### config.mk
export PLATFORM = sky130hd
export DESIGN_NAME = hs_widen
export DESIGN_NICKNAME = d
export VERILOG_FILES = /design/src/rtl/hs_pkg.sv /design/src/rtl/hs_lzc.sv /design/src/rtl/hs_ctrl.sv /design/src/rtl/hs_datapath.sv /design/src/rtl/hs_widen.sv
export SDC_FILE = /design/constraint.sdc
export NUM_CORES = 1
export LEC_CHECK = 0
export ABC_CLOCK_PERIOD_IN_PS = 800
export BUFFER_PORTS_ARGS = -buffer_cell sky130_fd_sc_hd__buf_2
export CELL_PAD_IN_SITES_DETAIL_PLACEMENT = 1
export CELL_PAD_IN_SITES_GLOBAL_PLACEMENT = 2
export CORE_MARGIN = 2
export CORE_UTILIZATION = 25
export CTS_CLUSTER_DIAMETER = 60
export DETAILED_ROUTE_END_ITERATION = 7
export MAX_ROUTING_LAYER = met4
export PLACE_DENSITY = 0.86
export SETUP_SLACK_MARGIN = 0.02
export SLEW_MARGIN = 20
export SYNTH_ARGS = -nofsm -noshare
export SYNTH_HDL_FRONTEND = slang
export SYNTH_SLANG_ARGS = --single-unit
### constraint.sdc
create_clock -name clk -period 0.8 [get_ports clk]
set_input_delay 0.04 -clock clk [delete_from_list [all_inputs] [get_ports clk]]
set_output_delay 0.04 -clock clk [all_outputs]
set_load 0.005 [all_outputs]
### src/rtl/hs_pkg.sv
package hs_pkg;

  // Strobes from control to datapath
  typedef struct packed {
    logic load;       // capture a new result this cycle
    logic validNext;  // value outValid takes at the next edge
  } hsStrobe_t;

  // Input class decoded from the exponent and fraction fields
  typedef enum logic [1:0] {
    CL_ZERO = 2'd0,
    CL_SUB  = 2'd1,
    CL_NORM = 2'd2,
    CL_SPEC = 2'd3
  } hsClass_t;

endpackage

### src/rtl/hs_lzc.sv
module hs_lzc #(
  parameter int WIDTH = 10,
  parameter int CNT_W = $clog2(WIDTH + 1)
) (
  input  logic [WIDTH-1:0] vec,
  output logic [CNT_W-1:0] count
);

  // Scans from the LSB upward, so the highest set bit decides the count.
  always_comb begin
    count = CNT_W'(WIDTH);
    for (int i = 0; i < WIDTH; i++) begin
      if (vec[i]) count = CNT_W'(WIDTH - 1 - i);
    end
  end

endmodule

### src/rtl/hs_ctrl.sv
module hs_ctrl
  import hs_pkg::*;
(
  input  logic      clk,
  input  logic      rstN,
  input  logic      inValid,
  output hsStrobe_t strobe,
  output logic      outValid
);

  always_comb begin
    strobe.load      = inValid;
    strobe.validNext = inValid;
  end

  always_ff @(posedge clk or negedge rstN) begin
    if (!rstN) outValid <= 1'b0;
    else       outValid <= strobe.validNext;
  end


  valid_follow_chk: assert property (@(posedge clk) disable iff (!rstN)
    inValid |=> outValid);

  valid_drop_chk: assert property (@(posedge clk) disable iff (!rstN)
    !inValid |=> !outValid);

endmodule

### src/rtl/hs_datapath.sv
module hs_datapath
  import hs_pkg::*;
#(
  parameter int EXP_IN   = 5,
  parameter int FRAC_IN  = 10,
  parameter int EXP_OUT  = 8,
  parameter int FRAC_OUT = 23,
  localparam int IN_W    = 1 + EXP_IN + FRAC_IN,
  localparam int OUT_W   = 1 + EXP_OUT + FRAC_OUT
) (
  input  logic             clk,
  input  logic             rstN,
  input  hsStrobe_t        strobe,
  input  logic [IN_W-1:0]  inWord,
  output logic [OUT_W-1:0] outWord
);

  localparam int IN_BIAS   = (1 << (EXP_IN - 1)) - 1;
  localparam int OUT_BIAS  = (1 << (EXP_OUT - 1)) - 1;
  localparam int BIAS_DIFF = OUT_BIAS - IN_BIAS;
  localparam int SHIFT     = FRAC_OUT - FRAC_IN;
  localparam int LZ_W      = $clog2(FRAC_IN + 1);

  logic               signBit;
  logic [EXP_IN-1:0]  expIn;
  logic [FRAC_IN-1:0] fracIn;
  hsClass_t           cls;
  logic [LZ_W-1:0]    lzCount;
  logic [LZ_W:0]      shAmt;
  logic [FRAC_IN-1:0] normFrac;
  logic [EXP_OUT-1:0] expOut;
  logic [FRAC_IN-1:0] fracOut;
  logic [OUT_W-1:0]   nextWord;

  assign signBit = inWord[IN_W-1];
  assign expIn   = inWord[IN_W-2 -: EXP_IN];
  assign fracIn  = inWord[FRAC_IN-1:0];

  always_comb begin
    if (&expIn)                   cls = CL_SPEC;
    else if (expIn != '0)         cls = CL_NORM;
    else if (fracIn != '0)        cls = CL_SUB;
    else                          cls = CL_ZERO;
  end

  hs_lzc #(.WIDTH(FRAC_IN), .CNT_W(LZ_W)) u_lzc (
    .vec   (fracIn),
    .count (lzCount)
  );

  // Shift by z+1 pushes the leading one out of the field.
  assign shAmt    = {1'b0, lzCount} + (LZ_W+1)'(1);
  assign normFrac = FRAC_IN'(fracIn << shAmt);

  always_comb begin
    unique case (cls)
      CL_NORM: begin
        expOut  = EXP_OUT'(expIn) + EXP_OUT'(BIAS_DIFF);
        fracOut = fracIn;
      end
      CL_SPEC: begin
        expOut  = '1;
        fracOut = fracIn;
      end
      CL_SUB: begin
        expOut  = EXP_OUT'(BIAS_DIFF) - EXP_OUT'(lzCount);
        fracOut = normFrac;
      end
      default: begin
        expOut  = '0;
        fracOut = '0;
      end
    endcase
    nextWord = {signBit, expOut, fracOut, {SHIFT{1'b0}}};
  end

  always_ff @(posedge clk or negedge rstN) begin
    if (!rstN)            outWord <= '0;
    else if (strobe.load) outWord <= nextWord;
  end


  hold_when_idle_chk: assert property (@(posedge clk) disable iff (!rstN)
    !strobe.load |=> $stable(outWord));

  sign_carry_chk: assert property (@(posedge clk) disable iff (!rstN)
    strobe.load |=> outWord[OUT_W-1] == $past(inWord[IN_W-1]));

  special_keep_chk: assert property (@(posedge clk) disable iff (!rstN)
    (strobe.load && (&inWord[IN_W-2 -: EXP_IN])) |=>
      ((&outWord[OUT_W-2 -: EXP_OUT]) &&
       outWord[FRAC_OUT-1 -: FRAC_IN] == $past(inWord[FRAC_IN-1:0])));

  normal_low_zero_chk: assert property (@(posedge clk) disable iff (!rstN)
    (strobe.load && inWord[IN_W-2 -: EXP_IN] != '0 && !(&inWord[IN_W-2 -: EXP_IN]))
      |=> outWord[SHIFT-1:0] == '0);

  zero_keep_chk: assert property (@(posedge clk) disable iff (!rstN)
    (strobe.load && inWord[IN_W-2:0] == '0) |=> outWord[OUT_W-2:0] == '0);

  sub_exp_range_chk: assert property (@(posedge clk) disable iff (!rstN)
    (strobe.load && inWord[IN_W-2 -: EXP_IN] == '0 && inWord[FRAC_IN-1:0] != '0) |=>
      (outWord[OUT_W-2 -: EXP_OUT] <= EXP_OUT'(BIAS_DIFF) &&
       outWord[OUT_W-2 -: EXP_OUT] >  EXP_OUT'(BIAS_DIFF - FRAC_IN)));

endmodule

### src/rtl/hs_widen.sv
module hs_widen
  import hs_pkg::*;
#(
  parameter int EXP_IN   = 5,
  parameter int FRAC_IN  = 10,
  parameter int EXP_OUT  = 8,
  parameter int FRAC_OUT = 23,
  localparam int IN_W    = 1 + EXP_IN + FRAC_IN,
  localparam int OUT_W   = 1 + EXP_OUT + FRAC_OUT
) (
  input  logic             clk,
  input  logic             rstN,
  input  logic             inValid,
  input  logic [IN_W-1:0]  inHalf,
  output logic             outValid,
  output logic [OUT_W-1:0] outSingle
);

  hsStrobe_t strobe;

  hs_ctrl u_ctrl (
    .clk      (clk),
    .rstN     (rstN),
    .inValid  (inValid),
    .strobe   (strobe),
    .outValid (outValid)
  );

  hs_datapath #(
    .EXP_IN   (EXP_IN),
    .FRAC_IN  (FRAC_IN),
    .EXP_OUT  (EXP_OUT),
    .FRAC_OUT (FRAC_OUT)
  ) u_dp (
    .clk     (clk),
    .rstN    (rstN),
    .strobe  (strobe),
    .inWord  (inHalf),
    .outWord (outSingle)
  );

endmodule

==> impl_metrics.csv <==
group,metric,value,unit
clocking,tritoncts,"yes",
detailed_routing,drt_pass1_iterations,4,
detailed_routing,routed_wl,8.18,mm
floorplanning,die_area,7050,um^2
worst_setup_path,reg2reg_to,"u_dp.outWord[17]",
clocking,clk_path_buf_depth,2,
worst_setup_path,rr_worst_depth,2,
floorplanning,core_region_area,6280,um^2
floorplanning,rows,29,
worst_setup_path,crit_buf_inv,4,
worst_setup_path,cp-start-kind,"input pin",
placed_design,numPortBuffers,38,
final_layout,n_antenna_cell,0,
status,outcome,"finished with violations",
yosys,ys_warn_count,0,
worst_setup_path,critPathTopFamily,"simple AND/OR/NAND/NOR gates",
clocking,htreeDepth,1,
detailed_routing,drc,0,
worst_setup_path,crit_type,"in -> reg",
clocking,clk_pin_slew_worst_paths,0.08,ns
sta,rsz0062_at_grt,"yes",
placed_design,place.gp.congestion,0.945,
sta,fin_crit,1.94,ns
sta,period_share,2.42,
final_layout,syn_to_final_growth,90.8,%
grt,grt_first_pass_wirelength,11.5,mm
sta,final_max_slew_viol_count,0,
yosys,synth_largest_area_cell,"dfrtp_1",
worst_setup_path,crit_slowest_cell,"or4_4",
yosys,ys_ff_latch,19,
yosys,synth.most_common_cell,"nor2_1",
worst_setup_path,cpPeakStageDelay,0.55,ns
yosys,ys.flop_type,"dfrtp_1",
min_path,hp-start,"inHalf[15]",
floorplanning,ios,52,
floorplanning,die_w,84.0,um
min_path,hold_path_end,"u_dp.outWord[31]",
worst_setup_path,path_max_fanout,4,
final_layout,final_cells,404,
sta,timing.fmax,517,MHz
final_layout,final_util,0.486,
yosys,synth_edf_count,0,
yosys,netlist_instances,203,
yosys,async_flop_share,1.00,
final_layout,layout-drive-gt1-share,0.587,
clocking,cts_buffers,3,
detailed_routing,vias,2102,
sta,hold_viol,0,
worst_setup_path,worstPathCellList,"buf_6 > or4_4 > o21ai_4 > inv_2 > ha_4 > buf_6 > buf_6 > mux2i_2 > nand3_1 > a31oi_1",
grt,grt_overflow,0,
sta,setup_tns,-15.11,ns
yosys,yosys-top-cells-count,"nor2_1 (21), dfrtp_1 (19), o21ai_0 (18)",
sta,setup_slack,-1.14,ns
worst_setup_path,worstSetupEndpointType,"flip-flop",
floorplanning,start_util,0.255,
grt,antenna_found_initial,0,
min_path,hp-class,"in -> reg",
clocking,cts.sinks,19,
worst_setup_path,worstReg2RegStart,"u_dp.outWord[17]",
placed_design,place_hpwl,4.79,mm
clocking,cts_root_buffer,"clkbuf_8",
worst_setup_path,worstPathRequired,0.97,ns
power_and_ir_drop,power.leakage,1.38,nW
power_and_ir_drop,p_total,3.61,mW
detailed_routing,via_per_inst,5.20,
power_and_ir_drop,pwr_density_cell,1180,nW/um^2
sta,skew,0,ns
yosys,synth_cell_types,49,
yosys,yosysTopAreaCellShare,0.297,
yosys,synth_area_leaders,"dfrtp_1 (30%), buf_4 (6.6%), o21ai_0 (5.6%)",
yosys,yosysSeqAreaShare,0.297,
yosys,syn_area_per_cell,7.88,um^2
status,violations,"setup timing",
worst_setup_path,arrival,2.10,ns
run,maxCapViolations,0,
sta,setup_viol,34,
clocking,clock_latency,0.26,ns
grt,track_usage,0.210,
placed_design,placedCellCount,371,
detailed_routing,detail_route.iter0.violations,117,
yosys,syn_area,1600,um^2
floorplanning,fp.dieH,84.0,um
final_layout,fin_nets,349,
detailed_routing,wire_per_inst,20.2,um
grt,grt_pass1_vias,2196,
min_path,hold_depth,2,
placed_design,post-place-ws,-1.47,ns
final_layout,fillers,751,
detailed_routing,final_antenna_net_count,0,
worst_setup_path,critPathMostFrequentCell,"buf_6",
worst_setup_path,r2r_slack,-0.24,ns
grt,grt_max_degree,23,
power_and_ir_drop,ir_drop,0.868,mV
-- layer usage --
layer | share of wire | global-route usage | vias to the layer above
met5 | 0 | - | -
met4 | 0.057 | 0.0924 | 0
met3 | 0.039 | 0.0227 | 38
met2 | 0.52 | 0.371 | 75
met1 | 0.38 | 0.240 | 1035
li1 | - | - | 954
-- kinds of logic after synthesis --
family,share of synthesized area
XOR/XNOR,0.0164
AND/OR/NAND/NOR,0.207
other,0.00235
AO/OA/AOI/OAI,0.278
buffers and inverters,0.129
adder cells (fa/ha/maj),0.0156
multiplexers,0.0540
flip-flops,0.297
-- final cells by class --
| type | count | area [um^2] | area share |
|---|---|---|---|
| well taps | 77 | 96.3 | 0.0316 |
| clock buffers | 4 | 45.0 | 0.0148 |
| inverters | 12 | 52.6 | 0.0172 |
| flip-flops and latches | 19 | 475 | 0.156 |
| multi-input cells | 157 | 1290 | 0.425 |
| repair buffers | 135 | 1090 | 0.356 |
-- sequential cells by signal (all words and copies together), names as in the netlist --
signal and flops:
u_dp.outWord 18, u_ctrl.outValid 1
-- report_power, final --
part	switching (mW)	internal, mW
clock	0.350	0.355
sequential	0.0575	1.05
combinational	0.862	0.928
-- through the flow --
step           hold WS [ns]  area, um^2
2_1_floorplan        -0.256        1790
3_3_place_gp        0.00948        2370
3_5_place_dp         0.0173        2370
4_1_cts              0.0132        2760
5_1_grt              0.0167        3050
6_report             0.0134        3050
-- layout by cell type (no fill, tap or decap), types with 2 or more instances in the layout --
| cell type | instances |
|---|---|
| buf_4 | 69 |
| buf_2 | 31 |
| buf_6 | 30 |
| dfrtp_1 | 19 |
| nor2_1 | 17 |
| conb_1 | 13 |
| o21ai_0 | 12 |
| a21oi_1 | 11 |
| nand2_1 | 10 |
| inv_1 | 9 |
| nand3_1 | 9 |
| a21oi_2 | 6 |
| o21ai_1 | 5 |
| or4_4 | 4 |
| nor2b_1 | 4 |
| nor2_4 | 4 |
| a211oi_2 | 4 |
| nand2b_1 | 3 |
| a32oi_1 | 3 |
| mux2_4 | 3 |
| a31oi_1 | 3 |
| clkbuf_8 | 3 |
| buf_8 | 3 |
| o31ai_4 | 2 |
| nor4_2 | 2 |
| nor3_2 | 2 |
| xnor2_4 | 2 |
| or3_4 | 2 |
| mux2i_1 | 2 |
| a21o_1 | 2 |
| o211ai_1 | 2 |
| o311ai_4 | 2 |
| a31oi_4 | 2 |
| mux2_2 | 2 |
| ha_4 | 2 |
-- worst max-delay path by stage --
| stage | start | end | depth (start not counted) |
|---|---|---|---|
| floorplan | inHalf[3] | u_dp.outWord[22] | 10 |
| global placement | inHalf[9] | u_dp.outWord[22] | 8 |
| CTS | inHalf[3] | u_dp.outWord[22] | 8 |
| global route | inHalf[7] | u_dp.outWord[19] | 11 |
| detailed placement | inHalf[9] | u_dp.outWord[22] | 10 |
| finish | inHalf[7] | u_dp.outWord[15] | 10 |
-- what timing repair did --
item / in CTS / in global routing
cloned: 0 / 1
gates resized for setup: 46 / 42
setup endpoints to repair: 35 / 37
pin swaps: 24 / 29
endpoints found under the hold margin: 19 / 0
hold buffers: 1 / 0
buffers inserted: 20 / 11
No activity file was read; power rests on OpenSTA's default activity.
